[src/rtl/mcell_pkg.sv]
package mcell_pkg;

  typedef enum logic [1:0] {
    MC_DREG = 2'd0,
    MC_TREG = 2'd1,
    MC_COMB = 2'd2
  } mc_mode_e;

  typedef enum logic [2:0] {
    OE_NEVER  = 3'd0,
    OE_ALWAYS = 3'd1
  } mc_oe_fixed_e;

  function automatic logic mode_is_comb(input logic [1:0] m);
    return m[1];
  endfunction

endpackage

[src/rtl/mcell_clk_sel.sv]
module mcell_clk_sel #(
  parameter int N_GCLK  = 2,
  parameter int N_CLKCT = 2,
  localparam int N_SRC  = N_GCLK + N_CLKCT,
  localparam int SEL_W  = $clog2(N_SRC),
  localparam int N_SLOT = 1 << SEL_W
) (
  input  logic               clk,
  input  logic               rst,
  input  logic [N_GCLK-1:0]  gclk_i,
  input  logic [N_CLKCT-1:0] ctclk_i,
  input  logic [SEL_W-1:0]   sel_i,
  input  logic               fall_i,
  output logic               tick_o
);

  logic [N_SLOT-1:0] slot;
  logic              pol_ok;
  logic              src_now;
  logic              src_q;

  for (genvar k = 0; k < N_SLOT; k++) begin : g_slot
    if (k < N_GCLK) begin : g_glb
      assign slot[k] = gclk_i[k];
    end else if (k < N_SRC) begin : g_ct
      assign slot[k] = ctclk_i[k-N_GCLK];
    end else begin : g_pad
      assign slot[k] = 1'b0;
    end
  end

  // polarity applies to device-wide clocks only
  assign pol_ok  = (int'(sel_i) < N_GCLK);
  assign src_now = slot[sel_i] ^ (fall_i & pol_ok);

  always_ff @(posedge clk) begin
    if (rst) src_q <= 1'b1;
    else     src_q <= src_now;
  end

  assign tick_o = src_now & ~src_q;

endmodule

[src/rtl/mcell_store.sv]
module mcell_store
  import mcell_pkg::*;
(
  input  logic       clk,
  input  logic       rst,
  input  logic [1:0] mode_i,
  input  logic       sop_i,
  input  logic       tick_i,
  input  logic       init_en_i,
  input  logic       set_i,
  input  logic       clr_i,
  output logic       q_o
);

  logic nxt;

  always_comb begin
    nxt = q_o;
    if (init_en_i && clr_i) begin
      nxt = 1'b0;
    end else if (init_en_i && set_i) begin
      nxt = 1'b1;
    end else if (tick_i) begin
      case (mode_i)
        MC_DREG: nxt = sop_i;
        MC_TREG: nxt = q_o ^ sop_i;
        default: nxt = q_o;
      endcase
    end
  end

  always_ff @(posedge clk) begin
    if (rst) q_o <= 1'b0;
    else     q_o <= nxt;
  end

endmodule

[src/rtl/mcell_oe_sel.sv]
module mcell_oe_sel #(
  parameter int N_OE_CT = 4,
  localparam int SEL_W  = $clog2(N_OE_CT + 2),
  localparam int N_CAND = 1 << SEL_W
) (
  input  logic [N_OE_CT-1:0] ct_i,
  input  logic [SEL_W-1:0]   sel_i,
  input  logic               gts_en_i,
  input  logic               gts_n_i,
  output logic               oe_o
);

  logic [N_CAND-1:0] cand;

  for (genvar k = 0; k < N_CAND; k++) begin : g_cand
    if (k == 0) begin : g_off
      assign cand[k] = 1'b0;
    end else if (k == 1) begin : g_on
      assign cand[k] = 1'b1;
    end else if (k - 2 < N_OE_CT) begin : g_ct
      assign cand[k] = ct_i[k-2];
    end else begin : g_spare
      assign cand[k] = 1'b0;
    end
  end

  assign oe_o = cand[sel_i] & ~(gts_en_i & ~gts_n_i);

endmodule

[src/rtl/mcell_core.sv]
module mcell_core
  import mcell_pkg::*;
#(
  parameter int N_GCLK     = 2,
  parameter int N_CLKCT    = 2,
  parameter int N_CT       = 6,
  parameter int CLK_CT_LSB = 2,
  parameter int N_OE_CT    = 4,
  parameter int OE_CT_LSB  = 2,
  parameter int PRESET_CT  = 0,
  parameter int RESET_CT   = 1,
  localparam int CK_SEL_W  = $clog2(N_GCLK + N_CLKCT),
  localparam int OE_SEL_W  = $clog2(N_OE_CT + 2)
) (
  input  logic                clk,
  input  logic                rst,
  input  logic                sop_i,
  input  logic [N_CT-1:0]     ct_i,
  input  logic [N_GCLK-1:0]   gclk_i,
  input  logic                gts_n_i,
  input  logic                pad_in_i,
  input  logic [1:0]          cfg_mode_i,
  input  logic [CK_SEL_W-1:0] cfg_clk_sel_i,
  input  logic                cfg_clk_fall_i,
  input  logic                cfg_init_en_i,
  input  logic [OE_SEL_W-1:0] cfg_oe_sel_i,
  input  logic                cfg_gts_en_i,
  output logic                pad_o,
  output logic                pad_oe_o,
  output logic                fb_cell_o,
  output logic                fb_pad_o
);

  logic tick;
  logic q;
  logic cell_val;
  logic oe_val;

  mcell_clk_sel #(
    .N_GCLK  (N_GCLK),
    .N_CLKCT (N_CLKCT)
  ) u_clk_sel (
    .clk     (clk),
    .rst     (rst),
    .gclk_i  (gclk_i),
    .ctclk_i (ct_i[CLK_CT_LSB +: N_CLKCT]),
    .sel_i   (cfg_clk_sel_i),
    .fall_i  (cfg_clk_fall_i),
    .tick_o  (tick)
  );

  mcell_store u_store (
    .clk       (clk),
    .rst       (rst),
    .mode_i    (cfg_mode_i),
    .sop_i     (sop_i),
    .tick_i    (tick),
    .init_en_i (cfg_init_en_i),
    .set_i     (ct_i[PRESET_CT]),
    .clr_i     (ct_i[RESET_CT]),
    .q_o       (q)
  );

  mcell_oe_sel #(
    .N_OE_CT (N_OE_CT)
  ) u_oe_sel (
    .ct_i     (ct_i[OE_CT_LSB +: N_OE_CT]),
    .sel_i    (cfg_oe_sel_i),
    .gts_en_i (cfg_gts_en_i),
    .gts_n_i  (gts_n_i),
    .oe_o     (oe_val)
  );

  assign cell_val = mode_is_comb(cfg_mode_i) ? sop_i : q;

  always_ff @(posedge clk) begin
    if (rst) begin
      pad_o     <= 1'b0;
      pad_oe_o  <= 1'b0;
      fb_cell_o <= 1'b0;
      fb_pad_o  <= 1'b0;
    end else begin
      pad_o     <= cell_val;
      pad_oe_o  <= oe_val;
      fb_cell_o <= cell_val;
      fb_pad_o  <= oe_val ? cell_val : pad_in_i;
    end
  end

endmodule

[config.mk]
export PLATFORM = sky130hd
export DESIGN_NAME = mcell_core
export DESIGN_NICKNAME = d
export VERILOG_FILES = /design/src/rtl/mcell_pkg.sv /design/src/rtl/mcell_clk_sel.sv /design/src/rtl/mcell_store.sv /design/src/rtl/mcell_oe_sel.sv /design/src/rtl/mcell_core.sv
export SDC_FILE = /design/constraint.sdc
export NUM_CORES = 1
export LEC_CHECK = 0
export BUFFER_PORTS_ARGS = -buffer_cell sky130_fd_sc_hd__buf_4
export CORE_AREA = 10 10 47 49
export DETAILED_ROUTE_END_ITERATION = 10
export DIE_AREA = 0 0 57 59
export GPL_TIMING_DRIVEN = 0
export PLACE_DENSITY = 0.59
export SLEW_MARGIN = 30
export SYNTH_ARGS = -nofsm -noshare
export SYNTH_HDL_FRONTEND = slang
export SYNTH_SLANG_ARGS = --single-unit
[constraint.sdc]
create_clock -name clk -period 1.1 [get_ports clk]
set_input_delay 0.11 -clock clk [delete_from_list [all_inputs] [get_ports clk]]
set_output_delay 0.11 -clock clk [all_outputs]
set_load 0.1 [all_outputs]
==> impl_metrics.csv <==
group,metric,value,unit
outcome,status,"finished, final reports clean",
cts,postCtsResizedCells,0,
critical_path,setup.worst_path.class,"reg2out",
detailed_routing,drt_first_iter_violations,2,
cells_and_area,finalCoreUtilization,43.2,%
cts,clock_tree.buffer_depth,2,
global_routing,grt_pass1_vias,451,
place,placed_cell_area,571,sq um
critical_path,cp-end-kind,"output pin",
flow_run,maxCapViolCount,0,
critical_path,arrival,930,ps
sta,skew,3.68,ps
detailed_routing,routed_wl,1.02,mm
detailed_routing,post_drt_wl_per_cell,12.3,um
sta,fin_tns_setup,0,ps
global_routing,overflow,0,
die,dieHeight,59,um
sta,fmax,958,MHz
detailed_routing,viasPerCell,4.63,
sta,worst_slew_pin_slew,396,ps
detailed_routing,drtPass1Iterations,2,
synthesis,synth.avg_cell_area,9.50,sq um
synthesis,syn_area,352,sq um
cells_and_area,final_nets,91,
cts,cts_tree,"yes",
synthesis,async_reset_ff_share,0,%
synthesis,yosys_warnings,0,
die,die_w,57,um
sta,slew-limit-headroom,73.4,%
critical_path,critPathRequiredTime,990,ps
die,core.rowCount,14,
detailed_routing,route.detailed.drc,0,
sta,fin_crit,1040,ps
sta,setup_violations,0,
synthesis,synth-edff-count,0,
global_routing,grt_pass1_wl,1.76,mm
detailed_routing,drtAntennaViolNets,0,
cts,clkTransAtPathRegs,50,ps
synthesis,synth_cell_types,24,
cts,cts_hold_buf,0,
die,initial_core_util,25.1,%
detailed_routing,vias,384,
power,powerDensity,1070,nW/um^2
sta,slew_viol_final,0,
synthesis,seq_area_frac_synth,28.5,%
global_routing,grt_max_degree,6,
place,gp_congestion,0.607,
synthesis,ys_ff_latch,5,
cells_and_area,insertedDiodeCount,0,
sta,final.period_utilization,94.9,%
sta,hold_viol_final,0,
power,max-vdd-ir-drop,0.398,mV
cts,cts_setup_buffers,0,
die,core-area,1400,sq um
power,total_power,0.000649,W
critical_path,startpoint_type,"register",
critical_path,cp_max_fo,2,
sta,rsz0062_at_grt,"false",
synthesis,synth_nets,60,
cts,htreeDepth,1,
cells_and_area,layout-drive-gt1-share,56.7,%
place,port-buffer-count,26,
cells_and_area,final_area,606,sq um
cts,numCtsBuffers,3,
synthesis,synthFlopType,"dfxtp_1",
cells_and_area,fill_cells,162,
die,io_pins,27,
global_routing,grt_util_all_layers,6.50,%
global_routing,antenna_found_initial,0,
die,dieArea,3360,sq um
hold_path,min_path_type,"in2reg",
synthesis,syn_inst,37,
cts,cts_root_buffer,"clkbuf_4",
power,p_leak,0.285,nW
cts,clk_latency,240,ps
cts,cts.sinks,5,
cells_and_area,syn_to_final_growth,72.2,%
[routing by layer]
metal	track usage, %	vias up	wire (um)
li1	-	196	-
met1	6.12	166	418
met2	8.99	22	434
met3	5.58	0	170
met4	5.03	0	0
met5	0	-	0
[final timing paths]
kind / startpoint / to / slack [ps] / cells after the start
setup / recovery: fb_cell_o$_SDFF_PP0_ / pad_o / 60 / 2
hold / removal: rst / pad_oe_o$_SDFF_PP0_ / 80 / 2
hold reg to reg: u_store.q_o$_SDFFE_PP0P_ / fb_cell_o$_SDFF_PP0_ / 550 / 2
setup reg to reg: u_store.q_o$_SDFFE_PP0P_ / u_store.q_o$_SDFFE_PP0P_ / 110 / 4
[cells in the mapped netlist (all sizes together) (2+ instances only)]
library cell,n,area share [%]
a21o,2,4.3
inv,3,3.2
o221ai,2,5.0
nand3b,2,4.3
xnor2,2,5.0
nor2b,2,3.6
dfxtp,5,28
nor2,3,3.2
[stage by stage]
step,setup slack (ps),hold WS [ps],cells
finish,56.5,76.3,83
global placement,-20.6,326,79
CTS,43.4,71.1,83
floorplan,81.0,182,37
global route,17.9,82.3,83
detailed placement,-35.7,327,79
[cells in the final DEF, fill, tap and decap left out, drive strengths merged]
cell,instances
a211oi,1
a21o,2
a21oi,1
a221oi,1
a31oi,1
and2,1
and3b,1
and4bb,1
buf,27
clkbuf,4
dfxtp,5
inv,3
mux2,1
mux2i,1
nand2,1
nand3b,2
nor2,3
nor2b,2
nor3,1
nor3b,1
nor4,1
nor4b,1
o21ai,1
o221ai,2
xnor2,2
[layout make-up]
| cell class | count | area [sq um] | area share (%) |
|---|---|---|---|
| repair buffers | 26 | 195 | 32.2 |
| well taps | 16 | 20.0 | 3.31 |
| flip-flops and latches | 5 | 104 | 17.1 |
| inverters | 3 | 11.3 | 1.86 |
| clock buffers | 4 | 26.3 | 4.34 |
| multi-input cells | 28 | 241 | 39.9 |
| plain buffers | 1 | 7.51 | 1.24 |
[where the power goes]
group	leakage, nW	internal [W]	total, W	switching, W
Clock	0.0150	0.000137	0.000210	0.0000729
Sequential	0.0421	0.000195	0.000200	0.00000538
Combinational	0.228	0.000106	0.000238	0.000133
[critical path: stages (launching register included)]
cell,delay (ps)
dfxtp_4,330
buf_4,90
buf_4,270
[flip-flops by register name, summed over array words and instances (netlist names)]
name and cells:
pad_oe_o 1, u_clk_sel.src_q 1, fb_cell_o 1, u_store.q_o 1, fb_pad_o 1
[cell families (layout without fill, tap and decap cells)]
kind of cell	Yosys count	in the layout	share of synthesized area (%)
and+or+nand+nor	15	15	33.4
AOI/OAI and AO/OA	9	9	21.7
DFF	5	5	28.5
buffers and inverters	4	34	5.34
xor gates and xnor gates	2	2	4.98
muxes	2	2	6.05
Power figures use the tool's default switching activity.
